===== config.mk =====
export PLATFORM = sky130hd
export DESIGN_NAME = edv_monitor
export DESIGN_NICKNAME = d
export VERILOG_FILES = /design/src/rtl/edv_pkg.sv /design/src/rtl/edv_thr_reg.sv /design/src/rtl/edv_debounce.sv /design/src/rtl/edv_monitor.sv
export SDC_FILE = /design/constraint.sdc
export NUM_CORES = 1
export LEC_CHECK = 0
export BUFFER_PORTS_ARGS = -buffer_cell sky130_fd_sc_hd__buf_2
export CAP_MARGIN = 25
export CORE_ASPECT_RATIO = 1.25
export CORE_UTILIZATION = 54
export DETAILED_ROUTE_END_ITERATION = 8
export PLACE_DENSITY_LB_ADDON = 0.05
export REMOVE_ABC_BUFFERS = 1
export SLEW_MARGIN = 10
export SYNTH_ARGS = -nofsm -noshare
export SYNTH_HDL_FRONTEND = slang
export SYNTH_SLANG_ARGS = --single-unit

===== constraint.sdc =====
create_clock -name clk -period 2.8 [get_ports clk]
set_clock_uncertainty 0.1 [all_clocks]
set_input_delay 0.56 -clock clk [delete_from_list [all_inputs] [get_ports clk]]
set_output_delay 0.56 -clock clk [all_outputs]
set_load 0.005 [all_outputs]

===== src/rtl/edv_pkg.sv =====
`timescale 1ns/1ps
package edv_pkg;

    typedef enum logic [1:0] {
        DB_IDLE  = 2'd0,
        DB_COUNT = 2'd1,
        DB_TRIP  = 2'd2
    } db_state_e;

    localparam int LANES = 2;
    localparam int LANE_FIRST = 0;
    localparam int LANE_FINAL = 1;

endpackage


===== src/rtl/edv_thr_reg.sv =====
`timescale 1ns/1ps
module edv_thr_reg #(
    parameter int          CODE_W    = 8,
    parameter logic [7:0]  RST_LEVEL = 8'hA2,
    parameter int          OFFSET    = 21
) (
    input  logic              clk,
    input  logic              rst_n,
    input  logic              wr_en,
    input  logic [CODE_W-1:0] wr_data,
    output logic [CODE_W-1:0] thr_first,
    output logic [CODE_W-1:0] thr_final
);
    localparam logic [CODE_W-1:0] OFS = CODE_W'(OFFSET);
    localparam logic [CODE_W-1:0] RST = CODE_W'(RST_LEVEL);

    logic [CODE_W-1:0] level_q;

    always_ff @(posedge clk) begin
        if (!rst_n) begin
            level_q <= RST;
        end else if (wr_en) begin
            level_q <= wr_data;
        end
    end

    // Final threshold sits a fixed number of codes below, clamped at zero.
    always_comb begin
        thr_first = level_q;
        if (level_q >= OFS) begin
            thr_final = level_q - OFS;
        end else begin
            thr_final = '0;
        end
    end

    // a host write is visible in the register after the edge.
    p_write_load_r2: assert property (@(posedge clk) disable iff (!rst_n)
        wr_en |=> (thr_first == $past(wr_data)));

    // without a write the register holds its value.
    p_hold_r4: assert property (@(posedge clk) disable iff (!rst_n)
        !wr_en |=> $stable(thr_first));

endmodule


===== src/rtl/edv_debounce.sv =====
`timescale 1ns/1ps
module edv_debounce
    import edv_pkg::*;
#(
    parameter int TRIP_LEN = 8
) (
    input  logic clk,
    input  logic rst_n,
    input  logic smp_valid,
    input  logic is_low,
    output logic flag
);
    localparam int CNT_W = (TRIP_LEN > 1) ? $clog2(TRIP_LEN) : 1;
    localparam logic [CNT_W-1:0] LAST = CNT_W'(TRIP_LEN - 1);

    db_state_e       state_q, state_d;
    logic [CNT_W-1:0] cnt_q, cnt_d;

    // Next-state and count logic.
    always_comb begin
        state_d = state_q;
        cnt_d   = cnt_q;
        unique case (state_q)
            DB_IDLE: begin
                if (smp_valid && is_low) begin
                    if (TRIP_LEN <= 1) begin
                        state_d = DB_TRIP;
                        cnt_d   = '0;
                    end else begin
                        state_d = DB_COUNT;
                        cnt_d   = CNT_W'(1);
                    end
                end
            end
            DB_COUNT: begin
                if (smp_valid) begin
                    if (!is_low) begin
                        state_d = DB_IDLE;
                        cnt_d   = '0;
                    end else if (cnt_q == LAST) begin
                        state_d = DB_TRIP;
                        cnt_d   = '0;
                    end else begin
                        cnt_d = cnt_q + CNT_W'(1);
                    end
                end
            end
            DB_TRIP: begin
                state_d = DB_TRIP;
                cnt_d   = '0;
            end
            default: begin
                state_d = DB_IDLE;
                cnt_d   = '0;
            end
        endcase
    end

    // State register.
    always_ff @(posedge clk) begin
        if (!rst_n) begin
            state_q <= DB_IDLE;
            cnt_q   <= '0;
        end else begin
            state_q <= state_d;
            cnt_q   <= cnt_d;
        end
    end

    // Output decode.
    always_comb begin
        flag = (state_q == DB_TRIP);
    end

    // a latched warning never drops while out of reset.
    p_sticky_r7: assert property (@(posedge clk) disable iff (!rst_n)
        flag |=> flag);

    // a warning rises only on a cycle that took a low valid sample.
    p_rise_on_low_r5: assert property (@(posedge clk) disable iff (!rst_n)
        $rose(flag) |-> $past(smp_valid && is_low));

    // the pending count stays below the trip length.
    p_cnt_bound_r5: assert property (@(posedge clk) disable iff (!rst_n)
        (state_q == DB_COUNT) |-> (cnt_q <= LAST) && (cnt_q != '0));

    // a high valid sample before tripping restarts the count.
    p_clear_on_high_r6: assert property (@(posedge clk) disable iff (!rst_n)
        (smp_valid && !is_low && !flag) |=> (cnt_q == '0) && (state_q == DB_IDLE));

    // idle cycles leave the count alone.
    p_hold_idle_r6: assert property (@(posedge clk) disable iff (!rst_n)
        (!smp_valid && !flag) |=> $stable(cnt_q));

endmodule


===== src/rtl/edv_monitor.sv =====
`timescale 1ns/1ps
module edv_monitor
    import edv_pkg::*;
#(
    parameter int         CODE_W    = 8,
    parameter logic [7:0] RST_LEVEL = 8'hA2,
    parameter int         OFFSET    = 21,
    parameter int         TRIP_LEN  = 8
) (
    input  logic              clk,
    input  logic              rst_n,
    input  logic              smp_valid,
    input  logic [CODE_W-1:0] smp_code,
    input  logic              thr_wr,
    input  logic [CODE_W-1:0] thr_wdata,
    output logic [CODE_W-1:0] thr_level,
    output logic              warn_first,
    output logic              warn_final
);
    logic [CODE_W-1:0] thr_lane [LANES];
    logic [LANES-1:0]  low_lane;
    logic [LANES-1:0]  flag_lane;
    logic [CODE_W-1:0] thr_first_w, thr_final_w;

    edv_thr_reg #(
        .CODE_W    (CODE_W),
        .RST_LEVEL (RST_LEVEL),
        .OFFSET    (OFFSET)
    ) u_thr (
        .clk       (clk),
        .rst_n     (rst_n),
        .wr_en     (thr_wr),
        .wr_data   (thr_wdata),
        .thr_first (thr_first_w),
        .thr_final (thr_final_w)
    );

    assign thr_lane[LANE_FIRST] = thr_first_w;
    assign thr_lane[LANE_FINAL] = thr_final_w;

    // One strict less-than compare and one debounce machine per threshold.
    for (genvar g = 0; g < LANES; g++) begin : g_lane
        assign low_lane[g] = (smp_code < thr_lane[g]);

        edv_debounce #(
            .TRIP_LEN (TRIP_LEN)
        ) u_db (
            .clk       (clk),
            .rst_n     (rst_n),
            .smp_valid (smp_valid),
            .is_low    (low_lane[g]),
            .flag      (flag_lane[g])
        );
    end

    assign thr_level  = thr_first_w;
    assign warn_first = flag_lane[LANE_FIRST];
    assign warn_final = flag_lane[LANE_FINAL];

    // the final warning implies the first warning.
    p_final_implies_first_r8: assert property (@(posedge clk) disable iff (!rst_n)
        warn_final |-> warn_first);

    // the final threshold never exceeds the first.
    p_final_le_first_r4: assert property (@(posedge clk) disable iff (!rst_n)
        thr_final_w <= thr_first_w);

endmodule


==> metrics.txt <==
largest cells by area after synthesis dfxtp_1, ha_1, mux2i_1; final setup violation count 0; Non-Filler Instances 218; final net count 228; Wirelength per Cell 14.2 µm; vias in the first global route 1233; router iterations before antenna repair 4; Post-synth ARST share 0%; Worst-path clk slew 0.11 ns; Die Wd 46.8 µm; EDFF count, synth 0; post-synthesis average cell area 8.57 µm²; Clock Path Buffers 2; minimum clock period 2.57 ns; cell taking the most area after synthesis dfxtp_1; pwr dens 410 nW/µm²; Leakage 0.000722 µW; Hold Path Class in2reg; f_max 389 MHz; row cnt 19; clk_lat worst skew 0.29 ns; IO Pins 30; initial antenna violation count 0; Multi-input gate area 937 µm²; clk sink count 18; Max-slew headroom 67.2%; CP max-delay cell dfxtp_1; CTS tree built; Root Driver clkbuf_4; max layer used met4; initial core utilization 59.3%; largest net degree at the start of global routing 14; R2R setup slack 0.23 ns; biggest cell delay along the critical path 0.36 ns; M1 wire length 1280 µm; die height 58.0 µm; fillers 204; CP startpoint kind flip-flop; met2 WL 1670 µm; crit-path max FO 5; CTS buffer count 3; first-pass GRT wire length 5180 µm; register area 362 µm²; Critical Path AT 2.65 ns; Cells after Synth 158; core area 2280 µm²; CTS Hold Bufs 0; antenna-violating nets left 0; Total GRT Usage 25.9%; share of cells above drive strength 1 23.0%; top-area cell type share of the netlist area 26.6%; Least-Margin Pin Slew 0.492 ns; Avg Vias per Cell 5.83; ANT cells 0; Critical Path RT 2.88 ns; ys flop type dfxtp_1; post-synthesis sequential area ratio 26.6%; DR DRC count 0; WL met3 105 µm; Setup CP Type reg2reg; VDD IR max 429 µV; Die ar. 2710 µm²; CP endpoint kind flip-flop; worst path bufs/invs 2; Distinct cells, synth 36; Final Hold Fails 0; total grt overflow 0; CP cell instances inv_1 > ha_2 > inv_1 > o21ai_2 > a21o_1 > nand2_1 > nand2_1 > ha_1 > a211oi_1 > nor2_1 > nor3_4 > o31ai_4 > mux2i_1; status finished, final reports clean; synth warn 0; TNS Setup 0 ns; final period utilization 91.8%; routed via count 1271; placed insts 214; Area Growth Syn to Fin 15.8%; Synth Cell Area 1350 µm²; total power 642 µW; IO buf count 29; RSZ-0062 raised after global routing false; H-tree levels 1; max-cap viol count 0; gpl congestion 0.911; Final Slew Violations 0; HPWL Detailed 2560 µm; #FFs+latches synth 18; Crit path max-delay family compound AO/OA/AOI/OAI gates; Final Worst Setup Slack 0.230 ns; Starting DRT DRC Count 19; Setup WS pre-CTS 0.121 ns; Routed WL 3100 µm
## cells by family (layout without fill, tap and decap cells)
logic type | after synthesis | after routing | synth area share, %
muxes | 7 | 7 | 5.18
adders and majority gates | 20 | 20 | 18.5
xor gates and xnor gates | 5 | 5 | 3.23
and+or+nand+nor | 51 | 51 | 19.5
DFF | 18 | 18 | 26.6
AOI/OAI and AO/OA | 40 | 40 | 21.8
buffers and inverters | 17 | 46 | 5.18
## report_power, final
| part | internal [µW] | switching, µW |
|---|---|---|
| Sequential | 271 | 19.5 |
| Combinational | 86.9 | 104 |
| Clock | 79.2 | 81.9 |
## placed cells by master (no fill, tap or decap), types with 5 or more instances in the layout
cell	synthesis	final
o21ai_1	6	5
inv_1	12	12
xnor2_1	5	5
ha_1	20	19
buf_2	0	29
mux2i_1	7	7
nand3_1	10	10
nand2_1	17	17
a21oi_1	7	5
nor2b_1	10	10
dfxtp_1	18	17
## worst min-delay path, stage by stage
cell and delay (ns):
buf_2 0.07, nand2_1 0.04, o211ai_1 0.06
## sequential cells by signal, summed over array words and instances (netlist names)
name	count
g_lane.u_db.cnt_q	6
u_thr.thr_first	8
g_lane.u_db.state_q	4
## area by class of cell
cell class                 count  area share [%]
sequential                    18            23.1
tap                           31            2.47
clock buffer                   4            2.31
inverter                      13            3.11
multi-input combinational    123            59.8
timing repair buffer          29            9.26
## metal layers
metal	vias up	global-route usage, %
li1	631	-
met1	599	28.7
met2	34	46.6
met3	7	4.98
met4	0	9.39
met5	-	0
## path summary, 6_finish.rpt
path,from,endpoint,cells after the start
worst max-delay path,u_thr.thr_first[1],g_lane[1].u_db.cnt_q[1],13
worst min register to register,g_lane[0].u_db.cnt_q[1],g_lane[0].u_db.cnt_q[1],1
worst max register to register,u_thr.thr_first[1],g_lane[1].u_db.cnt_q[1],13
worst min-delay path,thr_wdata[5],u_thr.thr_first[5],3
## through the flow
step / hold slack (ns) / utilization (%) / cell area (µm²)
after floorplan: 0.346 / - / 1330
after global placement: 0.350 / 66.4 / 1520
after detailed placement: 0.367 / 66.4 / 1520
after CTS: 0.371 / 68.0 / 1550
after global routing: 0.379 / 68.7 / 1570
final: 0.373 / 68.7 / 1570
## cells in the mapped netlist (2+ instances only)
cell	n
a22o_1	2
a31oi_1	4
xnor2_1	5
nor2b_1	10
dfxtp_1	18
nand4_1	3
ha_1	20
a21oi_1	7
o21ai_1	6
nand2_1	17
o21ai_0	3
inv_1	12
nand2b_1	3
mux2i_1	7
nand3_1	10
clkbuf_1	3
o211ai_1	3
a21o_1	3
nor2_1	4
o21a_1	2
## timing repair
item,4_1_cts,5_1_grt
setup buffers,0,0
setup endpoints to repair,0,5
gates resized for setup,0,5
(Power assumes the default switching activity.)
